<file path="src/rtl/dwalk_pkg.sv">
// Shared constants and types for the descriptor chain walker.
// Assumes the record header layout: byte0 = length, byte1 = {type, off, idx}.
package dwalk_pkg;

    localparam int unsigned IDX_W       = 6;
    localparam int unsigned CHAIN_START = 22;
    localparam logic [7:0]  HDR_BYTES   = 8'd2;
    localparam logic [7:0]  PORT_REC_LEN = 8'd8;

    typedef enum logic [1:0] {
        WERR_NONE     = 2'd0,
        WERR_OVERRUN  = 2'd1,
        WERR_PORT_LEN = 2'd2
    } werr_e;

    typedef enum logic [2:0] {
        ACT_SKIP,
        ACT_STRING,
        ACT_PORT_OFF,
        ACT_PORT_PLAIN,
        ACT_PORT_LANE,
        ACT_BAD_LEN
    } act_e;

    typedef enum logic [2:0] {
        ST_IDLE,
        ST_POS,
        ST_LEN,
        ST_HDR,
        ST_CHK,
        ST_B2,
        ST_B3
    } wstate_e;

    typedef struct packed {
        logic             is_port;
        logic             off;
        logic [IDX_W-1:0] idx;
    } ehdr_t;

endpackage

</file>
<file path="src/rtl/walk_bounds.sv">
// Bounds arithmetic for the chain walk.
// Computes end-of-chain, tail-byte overrun, bad-length overrun and next position.
// Assumes len_i belongs to the record at pos_i.
module walk_bounds #(
    parameter int unsigned ADDR_W = 16
) (
    input  logic [ADDR_W-1:0] pos_i,
    input  logic [ADDR_W-1:0] size_i,
    input  logic [7:0]        len_i,
    output logic              at_end_o,
    output logic              tail_o,
    output logic              len_bad_o,
    output logic [ADDR_W-1:0] next_o
);
    localparam int unsigned WX = ADDR_W + 1;

    logic [WX-1:0] pos_x;
    logic [WX-1:0] size_x;
    logic [WX-1:0] end_x;

    // Widen operands by one bit so sums never wrap.
    always_comb begin
        pos_x  = {1'b0, pos_i};
        size_x = {1'b0, size_i};
        end_x  = pos_x + WX'(len_i);
    end

    // Boundary decisions.
    always_comb begin
        at_end_o  = (pos_i >= size_i);
        tail_o    = ((pos_x + WX'(1)) == size_x);
        len_bad_o = (len_i == 8'd0) || (end_x > size_x);
        next_o    = end_x[ADDR_W-1:0];
    end
endmodule

</file>
<file path="src/rtl/entry_classify.sv">
// Decides what to do with one record from its header and length.
// Assumes hdr_i and len_i are captured and lane_i is the lane flag for hdr_i.idx.
module entry_classify
    import dwalk_pkg::*;
(
    input  ehdr_t            hdr_i,
    input  logic [7:0]       len_i,
    input  logic [IDX_W-1:0] max_port_i,
    input  logic             lane_i,
    output act_e             act_o,
    output logic             str_kind_o
);
    // Priority: type, index ceiling, disabled, lane, length.
    always_comb begin
        act_o      = ACT_SKIP;
        str_kind_o = 1'b0;
        if (!hdr_i.is_port) begin
            if (hdr_i.idx == IDX_W'(1) || hdr_i.idx == IDX_W'(2)) begin
                act_o      = ACT_STRING;
                str_kind_o = (hdr_i.idx == IDX_W'(2));
            end
        end else if (hdr_i.idx > max_port_i) begin
            act_o = ACT_SKIP;
        end else if (hdr_i.off) begin
            act_o = ACT_PORT_OFF;
        end else if (!lane_i) begin
            act_o = ACT_PORT_PLAIN;
        end else if (len_i != PORT_REC_LEN) begin
            act_o = ACT_BAD_LEN;
        end else begin
            act_o = ACT_PORT_LANE;
        end
    end
endmodule

</file>
<file path="src/rtl/record_out.sv">
// Output register stage: one-cycle strobes for port records, string locators
// and the finish event. Fields hold between strobes; err is zero without done.
module record_out
    import dwalk_pkg::*;
#(
    parameter int unsigned ADDR_W = 16
) (
    input  logic              clk,
    input  logic              rst_n,
    input  logic              emit_port_i,
    input  logic [IDX_W-1:0]  port_idx_i,
    input  logic              port_dis_i,
    input  logic              port_link_i,
    input  logic              port_dual_i,
    input  logic [IDX_W-1:0]  port_peer_i,
    input  logic              emit_str_i,
    input  logic              str_kind_i,
    input  logic [ADDR_W-1:0] str_ofs_i,
    input  logic [7:0]        str_len_i,
    input  logic              fin_i,
    input  werr_e             fin_err_i,
    output logic              port_vld_o,
    output logic [IDX_W-1:0]  port_idx_o,
    output logic              port_dis_o,
    output logic              port_link_o,
    output logic              port_dual_o,
    output logic [IDX_W-1:0]  port_peer_o,
    output logic              str_vld_o,
    output logic              str_kind_o,
    output logic [ADDR_W-1:0] str_ofs_o,
    output logic [7:0]        str_len_o,
    output logic              done_o,
    output logic [1:0]        err_o
);
    // Port record register.
    always_ff @(posedge clk) begin
        if (!rst_n) begin
            port_vld_o  <= 1'b0;
            port_idx_o  <= '0;
            port_dis_o  <= 1'b0;
            port_link_o <= 1'b0;
            port_dual_o <= 1'b0;
            port_peer_o <= '0;
        end else begin
            port_vld_o <= emit_port_i;
            if (emit_port_i) begin
                port_idx_o  <= port_idx_i;
                port_dis_o  <= port_dis_i;
                port_link_o <= port_link_i;
                port_dual_o <= port_dual_i;
                port_peer_o <= port_peer_i;
            end
        end
    end

    // String locator register.
    always_ff @(posedge clk) begin
        if (!rst_n) begin
            str_vld_o  <= 1'b0;
            str_kind_o <= 1'b0;
            str_ofs_o  <= '0;
            str_len_o  <= '0;
        end else begin
            str_vld_o <= emit_str_i;
            if (emit_str_i) begin
                str_kind_o <= str_kind_i;
                str_ofs_o  <= str_ofs_i;
                str_len_o  <= str_len_i;
            end
        end
    end

    // Finish strobe and code.
    always_ff @(posedge clk) begin
        if (!rst_n) begin
            done_o <= 1'b0;
            err_o  <= 2'd0;
        end else begin
            done_o <= fin_i;
            err_o  <= fin_i ? fin_err_i : WERR_NONE;
        end
    end

    p_done_pulse_r11: assert property (@(posedge clk) disable iff (!rst_n)
        done_o |=> !done_o);

    p_err_only_done_r3: assert property (@(posedge clk) disable iff (!rst_n)
        (err_o != 2'd0) |-> done_o);

    p_off_clean_r6: assert property (@(posedge clk) disable iff (!rst_n)
        (port_vld_o && port_dis_o) |-> (!port_link_o && !port_dual_o && port_peer_o == '0));

    p_peer_gated_r8: assert property (@(posedge clk) disable iff (!rst_n)
        (port_vld_o && !port_dual_o) |-> (port_peer_o == '0));

    p_single_record_r10: assert property (@(posedge clk) disable iff (!rst_n)
        !(port_vld_o && str_vld_o));
endmodule

</file>
<file path="src/rtl/desc_walker.sv">
// Descriptor chain walker top: sequences byte reads over a length-prefixed
// record chain, bounds-checks each step and emits port and string results.
// Assumes a read port with one cycle latency and inputs stable during a walk.
module desc_walker
    import dwalk_pkg::*;
#(
    parameter int unsigned ADDR_W = 16
) (
    input  logic                   clk,
    input  logic                   rst_n,
    input  logic                   start_i,
    input  logic [ADDR_W-1:0]      total_size_i,
    input  logic [IDX_W-1:0]       max_port_i,
    input  logic [(1<<IDX_W)-1:0]  lane_port_i,
    output logic                   rd_en_o,
    output logic [ADDR_W-1:0]      rd_addr_o,
    input  logic [7:0]             rd_data_i,
    output logic                   busy_o,
    output logic                   port_vld_o,
    output logic [IDX_W-1:0]       port_idx_o,
    output logic                   port_dis_o,
    output logic                   port_link_o,
    output logic                   port_dual_o,
    output logic [IDX_W-1:0]       port_peer_o,
    output logic                   str_vld_o,
    output logic                   str_kind_o,
    output logic [ADDR_W-1:0]      str_ofs_o,
    output logic [7:0]             str_len_o,
    output logic                   done_o,
    output logic [1:0]             err_o
);
    localparam logic [ADDR_W-1:0] START_POS = ADDR_W'(CHAIN_START);

    wstate_e           state;
    logic [ADDR_W-1:0] pos;
    logic [7:0]        len_q;
    ehdr_t             hdr_q;
    logic              link_q;
    logic              dual_q;

    logic              at_end, tail, len_bad;
    logic [ADDR_W-1:0] next_pos;
    act_e              act;
    logic              kind;

    logic              emit_port, emit_str, fin;
    werr_e             fin_err;
    logic              o_link, o_dual;
    logic [IDX_W-1:0]  o_peer;
    logic [7:0]        s_len;

    walk_bounds #(.ADDR_W(ADDR_W)) i_bounds (
        .pos_i     (pos),
        .size_i    (total_size_i),
        .len_i     (len_q),
        .at_end_o  (at_end),
        .tail_o    (tail),
        .len_bad_o (len_bad),
        .next_o    (next_pos)
    );

    entry_classify i_classify (
        .hdr_i      (hdr_q),
        .len_i      (len_q),
        .max_port_i (max_port_i),
        .lane_i     (lane_port_i[hdr_q.idx]),
        .act_o      (act),
        .str_kind_o (kind)
    );

    // Sequencer state and captured record bytes.
    always_ff @(posedge clk) begin
        if (!rst_n) begin
            state  <= ST_IDLE;
            pos    <= '0;
            len_q  <= '0;
            hdr_q  <= '0;
            link_q <= 1'b0;
            dual_q <= 1'b0;
        end else begin
            case (state)
                ST_IDLE: if (start_i) begin
                    pos   <= START_POS;
                    state <= ST_POS;
                end
                ST_POS:  state <= (at_end || tail) ? ST_IDLE : ST_LEN;
                ST_LEN: begin
                    len_q <= rd_data_i;
                    state <= ST_HDR;
                end
                ST_HDR: begin
                    hdr_q <= ehdr_t'(rd_data_i);
                    state <= ST_CHK;
                end
                ST_CHK: begin
                    if (len_bad || act == ACT_BAD_LEN) begin
                        state <= ST_IDLE;
                    end else if (act == ACT_PORT_LANE) begin
                        state <= ST_B2;
                    end else begin
                        pos   <= next_pos;
                        state <= ST_POS;
                    end
                end
                ST_B2: begin
                    link_q <= rd_data_i[4];
                    dual_q <= rd_data_i[7];
                    state  <= ST_B3;
                end
                ST_B3: begin
                    pos   <= next_pos;
                    state <= ST_POS;
                end
                default: state <= ST_IDLE;
            endcase
        end
    end

    // Read requests, record emission and finish decisions per state.
    always_comb begin
        rd_en_o   = 1'b0;
        rd_addr_o = pos;
        emit_port = 1'b0;
        emit_str  = 1'b0;
        fin       = 1'b0;
        fin_err   = WERR_NONE;
        o_link    = 1'b0;
        o_dual    = 1'b0;
        o_peer    = '0;
        case (state)
            ST_POS: begin
                if (at_end) begin
                    fin = 1'b1;
                end else if (tail) begin
                    fin     = 1'b1;
                    fin_err = WERR_OVERRUN;
                end else begin
                    rd_en_o = 1'b1;
                end
            end
            ST_LEN: begin
                rd_en_o   = 1'b1;
                rd_addr_o = pos + ADDR_W'(1);
            end
            ST_CHK: begin
                if (len_bad) begin
                    fin     = 1'b1;
                    fin_err = WERR_OVERRUN;
                end else begin
                    case (act)
                        ACT_STRING:     emit_str  = 1'b1;
                        ACT_PORT_OFF:   emit_port = 1'b1;
                        ACT_PORT_PLAIN: emit_port = 1'b1;
                        ACT_BAD_LEN: begin
                            fin     = 1'b1;
                            fin_err = WERR_PORT_LEN;
                        end
                        ACT_PORT_LANE: begin
                            rd_en_o   = 1'b1;
                            rd_addr_o = pos + ADDR_W'(2);
                        end
                        default: ;
                    endcase
                end
            end
            ST_B2: begin
                rd_en_o   = 1'b1;
                rd_addr_o = pos + ADDR_W'(3);
            end
            ST_B3: begin
                emit_port = 1'b1;
                o_link    = link_q;
                o_dual    = dual_q;
                o_peer    = dual_q ? rd_data_i[IDX_W-1:0] : '0;
            end
            default: ;
        endcase
    end

    // String length excludes the two header bytes, never below zero.
    always_comb s_len = (len_q >= HDR_BYTES) ? (len_q - HDR_BYTES) : 8'd0;

    // Busy while not idle.
    always_comb busy_o = (state != ST_IDLE);

    record_out #(.ADDR_W(ADDR_W)) i_out (
        .clk         (clk),
        .rst_n       (rst_n),
        .emit_port_i (emit_port),
        .port_idx_i  (hdr_q.idx),
        .port_dis_i  (hdr_q.off),
        .port_link_i (o_link),
        .port_dual_i (o_dual),
        .port_peer_i (o_peer),
        .emit_str_i  (emit_str),
        .str_kind_i  (kind),
        .str_ofs_i   (pos + ADDR_W'(2)),
        .str_len_i   (s_len),
        .fin_i       (fin),
        .fin_err_i   (fin_err),
        .port_vld_o  (port_vld_o),
        .port_idx_o  (port_idx_o),
        .port_dis_o  (port_dis_o),
        .port_link_o (port_link_o),
        .port_dual_o (port_dual_o),
        .port_peer_o (port_peer_o),
        .str_vld_o   (str_vld_o),
        .str_kind_o  (str_kind_o),
        .str_ofs_o   (str_ofs_o),
        .str_len_o   (str_len_o),
        .done_o      (done_o),
        .err_o       (err_o)
    );

    p_read_in_range_r12: assert property (@(posedge clk) disable iff (!rst_n)
        rd_en_o |-> (rd_addr_o < total_size_i));

    p_first_read_r1: assert property (@(posedge clk) disable iff (!rst_n)
        (state == ST_POS && $past(state) == ST_IDLE && rd_en_o) |-> (rd_addr_o == START_POS));

    p_advance_r4: assert property (@(posedge clk) disable iff (!rst_n)
        (state == ST_POS && $past(state) == ST_CHK) |->
        (pos == ADDR_W'($past(pos) + ADDR_W'($past(len_q)))));

    p_lane_len_r7: assert property (@(posedge clk) disable iff (!rst_n)
        (state == ST_B2) |-> (len_q == PORT_REC_LEN));
endmodule

</file>
<file path="config.mk">
export PLATFORM = sky130hd
export DESIGN_NAME = desc_walker
export DESIGN_NICKNAME = d
export VERILOG_FILES = /design/src/rtl/dwalk_pkg.sv /design/src/rtl/walk_bounds.sv /design/src/rtl/entry_classify.sv /design/src/rtl/record_out.sv /design/src/rtl/desc_walker.sv
export SDC_FILE = /design/constraint.sdc
export NUM_CORES = 1
export LEC_CHECK = 0
export CAP_MARGIN = 20
export CORE_UTILIZATION = 46
export CTS_CLUSTER_SIZE = 14
export DETAILED_ROUTE_END_ITERATION = 10
export DONT_BUFFER_PORTS = 1
export GPL_TIMING_DRIVEN = 0
export SYNTH_ARGS = -nofsm -noshare
export SYNTH_HDL_FRONTEND = slang
export SYNTH_SLANG_ARGS = --single-unit
</file>
<file path="constraint.sdc">
create_clock -name clk -period 6.15 [get_ports clk]
set_input_delay 1.23 -clock clk [delete_from_list [all_inputs] [get_ports clk]]
set_output_delay 1.23 -clock clk [all_outputs]
set_load 0.02 [all_outputs]
</file>
* Word-level counts from Yosys, hierarchy flattened
Cells that the tools add are included.
** Word-level totals
- Register bits :: 82
- Input bits :: 97
- Logic and storage cells :: 109
** Cells by class
- Reductions and logical operators :: 12
- Multiplexer cells :: 48
- Eq/ne operators :: 18
- Add/subtract/negate cells :: 6
- Magnitude comparators :: 5
** Operators with widths (count)
- 16-bit one-hot mux with 3 select lines :: 2
- 16-bit 2-to-1 mux :: 5
- 16-bit by 2-bit adder with 16-bit output, second input constant :: 2
- 1-bit 2-to-1 mux :: 22
- 3-bit 2-to-1 mux :: 7
- 3-bit one-hot mux with 7 select lines :: 1
- 16-bit by 1-bit adder with 17-bit output, second input constant :: 1
- 16-bit by 8-bit adder with 17-bit output :: 1
- 17-bit by 16-bit equality test with 1-bit output :: 1
- 17-bit by 16-bit > comparator with 1-bit output :: 1
- 16-bit by 1-bit adder with 16-bit output, second input constant :: 1
- 16-bit greater-or-equal comparator :: 1
- 3-bit equality test, second input constant :: 5
- 3-bit by 2-bit equality test with 1-bit output, second input constant :: 4
- 6-bit 2-to-1 mux :: 2
- 8-bit by 2-bit greater-or-equal comparator with 1-bit output, second input constant :: 1
- 8-bit zero test :: 1
- 8-bit 2-to-1 mux :: 1
- 8-bit by 4-bit inequality test with 1-bit output, second input constant :: 1
- 8-bit by 2-bit subtractor with 8-bit output, second input constant :: 1
- 6-bit by 7-bit < comparator with 1-bit output, second input constant :: 1
- 1-bit binary-select mux with 6-bit select :: 1
- 3-bit by 1-bit equality test with 1-bit output, second input constant :: 2
- 6-bit by 1-bit equality test with 1-bit output, second input constant :: 1
- other kinds (13) :: 23

* Logic depth before layout (Yosys ltp)
- Depth in word-level cells :: 11
- Depth in mapped cells :: 19

* Cells and area by module
A second synthesis with hierarchy kept.
** Second synthesis, totals
- Cells, all modules :: 774
- Area total of the unflattened synthesis :: 6685.2 sq um
** By module, submodules not included
- desc_walker :: times used 1, cells an instance 378, area an instance 3044.2 sq um
- walk_bounds :: times used 1, cells an instance 225, area an instance 1714.1 sq um
- record_out :: times used 1, cells an instance 139, area an instance 1675.4 sq um
- entry_classify :: times used 1, cells an instance 32, area an instance 251.5 sq um

* Least setup slack after synthesis
OpenSTA, ideal clock, no wires.
- Path type :: register to output
- Start :: register pos[0]
- End :: output rd_addr_o[13]
- Stages on the path, launching flop included :: 18
- Data arrival time :: 4577 ps
- Setup slack :: 343 ps
- Path buffers :: 0
- Required time :: 4920 ps
- Cells stage by stage :: dfxtp_1 > ha_1 > fa_1 > a211oi_1 > o21bai_1 > a31oi_2 > nand2b_1 > nor2_1 > xor2_1 > ha_1 > a21o_1 > a211oi_1 > o21ai_0 > o31ai_1 > nand2_1 > o31ai_1 > nand4_1 > xnor2_1
** Between the ends
- Word-level cells in the longest chain between the ends :: 5
- Elaborated cells on any way between the ends :: 9
- Those cells by class :: add/sub (4); order compare (1); mux (3); reduce/logical (1)
** Ends and longest elaborated chain
- start, declared :: RTL line desc_walker.sv:35 : logic [ADDR_W-1:0] pos;
- start signal, assigned :: RTL line desc_walker.sv:101 : pos <= next_pos;
- start signal, assigned :: RTL line desc_walker.sv:111 : pos <= next_pos;
- 16-bit by 8-bit adder with 17-bit output :: RTL line walk_bounds.sv:25 : end_x = pos_x + WX'(len_i);
- 17-bit by 16-bit > comparator with 1-bit output :: RTL line walk_bounds.sv:32 : len_bad_o = (len_i == 8'd0) || (end_x > size_x);
- 1-bit logical OR :: RTL line walk_bounds.sv:32
- 16-bit 2-to-1 mux :: RTL line desc_walker.sv:146 : if (len_bad) begin
- 16-bit one-hot mux with 3 select lines (*) :: RTL line desc_walker.sv:130 : case (state)
- end, declared :: RTL line desc_walker.sv:16 : output logic [ADDR_W-1:0] rd_addr_o,
Mark *: on every way between the ends. The rest lies on a longest branch, timed or not.

* Worst setup path after layout
- Start :: register len_q[0]
- End :: output rd_addr_o[13]
** Between the ends
- Word-level cells in the longest chain between the ends :: 10
- Elaborated cells on any way between the ends :: 14
- Those cells by class :: add/sub (1); order compare (1); eq/ne (2); mux (8); reduce/logical (2)
** Ends and longest elaborated chain
- start, declared :: RTL line desc_walker.sv:36 : logic [7:0] len_q;
- start signal, assigned :: RTL line desc_walker.sv:88 : len_q <= rd_data_i;
- branches (longest 8 deep; another with 16-bit by 8-bit adder with 17-bit output)
- 16-bit 2-to-1 mux (*) :: RTL line desc_walker.sv:146
- 16-bit one-hot mux with 3 select lines (*) :: RTL line desc_walker.sv:130
Every way passes the cells marked *.

==> qor.csv <==
stage,metric,value,unit
floorplanning,start_util,47.69,%
worst_setup_path,cp-start-kind,register,
synth,seq_area_frac_synth,25.79,%
worst_setup_path,cp-startpoint,len_q[0],
clock_network,postCtsHoldBufs,0,
routing,dr.first_iter.drc_count,302,
routing,routed_wl,20580,um
worst_setup_path,path_class,reg2out,
routing,ant_nets,0,
timing,final_hold_viol_count,0,
floorplanning,coreArea,13350,sq um
synth,syn_nets,968,
synth,syn_inst,819,
synth,synth_ff_type,dfxtp_1,
timing,layout_setup_ws,0.2111,ns
floorplanning,pin_count,160,
grt,antenna_found_initial,0,
clock_network,cts_root_buf,clkbuf_16,
timing,fin_crit_sh,96.57,%
worst_setup_path,reg2reg_from,len_q[0],
layout,diodes,0,
floorplanning,dieWidth,119.6,um
pwr,power_density,187.5,nW/um^2
worst_hold_path,hp-start,dual_q,
clock_network,max-clock-path-buffers,2,
floorplanning,die-area,14310,sq um
synth,ys_ff_latch,82,
synth,postSynthAreaPerCell,7.773,sq um
worst_setup_path,r2r_slack,1.33,ns
run,max_cap_violations,0,
clock_network,cts_tree,built,
grt,grt_max_degree,16,
worst_setup_path,cp_data_arrival_time,4.71,ns
grt,overflow,0,
place,hpwlAfterDp,16280,um
worst_hold_path,whs_endpoint,dual_q,
worst_hold_path,hold_class,reg2reg,
timing,setup_violations,0,
grt,grt_pass1_vias,6075,
grt,grt.total_usage,29.17,%
worst_setup_path,rr_endpoint,i_out.str_ofs_o[14],
worst_setup_path,reg2reg_depth,20,
synth,synthArstFlopShare,0,%
worst_setup_path,critPathMaxFanout,6,
routing,vias,6068,
timing,fmax,0.1684,GHz
timing,finalSetupTns,0,ns
outcome,status,"complete, no violations",
clock_network,htreeDepth,3,
routing,drc,0,
clock_network,numCtsBuffers,9,
synth,synth_edf_count,0,
timing,max_slew_margin,29.41,%
clock_network,clkSlewWorstSetupHoldPaths,0.06,ns
timing,tightest_slew,1.059,ns
place,gp_congestion,0.9009,
routing,post_drt_wl_per_cell,20.32,um
pwr,p_leak,2.817,nW
worst_hold_path,whs_path_depth,2,
worst_setup_path,crit_path_end_kind,output pin,
layout,drive_gt1_share,10.75,%
timing,finClkSkew,0.006333,ns
synth,ys_warn_count,0,
synth,syn_area,6366,sq um
layout,fin_util,53.37,%
clock_network,cts.sinks,82,
grt,grt_first_pass_wirelength,32240,um
place,post-place-ws,-1.387,ns
clock_network,clkLatencyLatePin,0.35,ns
layout,syn_to_final_growth,11.91,%
layout,nets,982,
place,port-buffer-count,0,
routing,dr.pass1.iters,4,
synth,ys_types,72,
floorplanning,die_h,119.6,um
timing,period_minus_slack,5.939,ns
timing,drv_slew,0,
routing,viasPerCell,5.990,
pwr,ir_worst_vdd,131.3,uV
floorplanning,row_count,42,
worst_setup_path,required,4.92,ns
Yosys cell counts (13+ instances only):
cell / instances / area [sq um]
mux2i_1: 17 / 170.2
o21ai_0: 34 / 170.2
nand4_1: 15 / 93.84
or3_1: 13 / 81.33
a21oi_1: 70 / 350.3
xor2_1: 30 / 262.8
dfxtp_1: 82 / 1642
inv_1: 38 / 142.6
xnor2_1: 38 / 332.8
nand3_1: 51 / 255.2
ha_1: 50 / 625.6
nor2_1: 42 / 157.7
nand2_1: 125 / 469.2
clkbuf_1: 24 / 90.09
state kept, by name, indices dropped and copies added, names as in the netlist, 2 cells and up:
signal,count
i_out.str_len_o,8
pos,16
len_q,8
state,3
i_out.port_peer_o,6
i_out.err_o,2
hdr_q,8
i_out.port_idx_o,6
i_out.str_ofs_o,16
report_power, final:
group	leakage (nW)	switching, W	total, W	internal (W)
logic	2.00	0.000136	0.000217	0.0000808
clock network	0.149	0.000243	0.000562	0.000319
registers	0.665	0.0000171	0.000557	0.000540
total	2.82	0.000396	0.00134	0.000940
timing repair:
item                       in CTS  in global routing
resized for setup              28                 14
cloned                          0                  0
pin swaps                       5                  3
setup endpoints to repair      16                 16
buffers inserted                4                  0
stage by stage:
| step | instances | hold slack, ns | area, sq um | total power (W) |
|---|---|---|---|---|
| 6_report | 1013 | 0.4677 | 7124 | 0.001336 |
| 5_1_grt | 1013 | 0.4956 | 7124 | 0.001384 |
| 4_1_cts | 1013 | 0.4685 | 7069 | 0.001339 |
| 3_5_place_dp | 995 | 0.4584 | 6586 | 0.0007759 |
| 3_3_place_gp | 995 | 0.4485 | 6586 | 0.0007711 |
| 2_1_floorplan | 819 | 0.4366 | 6366 | 0.0007214 |
area by class of cell:
cell class | count | area [sq um]
fillers | 1344 | 6223
clock buffers | 9 | 225.2
multi-input cells | 651 | 4561
plain buffers | 47 | 221.5
repair buffers | 4 | 30.03
clock inverters | 6 | 72.57
well taps | 176 | 220.2
inverters | 38 | 142.6
flip-flops and latches | 82 | 1652
metal layers:
layer / vias up / track usage (%) / part of all wire, %
met3: 33 / 5.276 / 5.8
li1: 2942 / - / -
met4: 0 / 10.78 / 2.6
met1: 2879 / 36.08 / 42
met5: - / 0 / 0
met2: 214 / 50.29 / 49
worst max path at each step:
stage / end / depth (start not counted)
floorplan: rd_addr_o[13] / 17
global placement: rd_addr_o[15] / 17
detailed placement: rd_addr_o[15] / 17
CTS: rd_addr_o[10] / 18
global route: rd_addr_o[13] / 19
finish: rd_addr_o[13] / 19
logic make-up (layout without fill, tap and decap cells):
| family | after synthesis | after routing | synth area share (%) |
|---|---|---|---|
| adders and majority gates | 52 | 52 | 10.46 |
| buffers and inverters | 86 | 104 | 5.778 |
| AOI/OAI and AO/OA | 186 | 186 | 19.04 |
| and+or+nand+nor | 316 | 316 | 23.66 |
| DFF | 82 | 82 | 25.79 |
| xor gates and xnor gates | 68 | 68 | 9.355 |
| muxes | 29 | 29 | 5.916 |
critical path: stages (launching register included):
cell,delay (ns)
dfxtp_1,0.36
ha_1,0.25
fa_2,0.39
a211oi_2,0.26
o21bai_1,0.15
a31oi_4,0.17
nand2b_4,0.19
nor2_1,0.06
xor2_1,0.20
ha_1,0.28
a21o_1,0.21
a211oi_2,0.26
o21ai_1,0.15
o31ai_4,0.25
buf_4,0.19
nand2_4,0.12
o31ai_4,0.19
buf_4,0.19
nand4_1,0.15
xnor2_2,0.34
layout by cell type, fill, tap and decap left out, drive strengths merged, types with 7 or more instances in the layout:
| cell type | n |
|---|---|
| nor2b | 8 |
| clkbuf | 32 |
| and2 | 8 |
| a21o | 9 |
| nand3 | 51 |
| nor3 | 12 |
| xnor2 | 38 |
| inv | 42 |
| a211oi | 9 |
| and3 | 11 |
| nand2b | 10 |
| dfxtp | 82 |
| buf | 28 |
| ha | 50 |
| a22o | 7 |
| nand2 | 125 |
| a21oi | 70 |
| o21ai | 38 |
| xor2 | 30 |
| nor2 | 44 |
| nand4 | 15 |
| mux2i | 17 |
| or3 | 13 |
(Power assumes the default switching activity.)
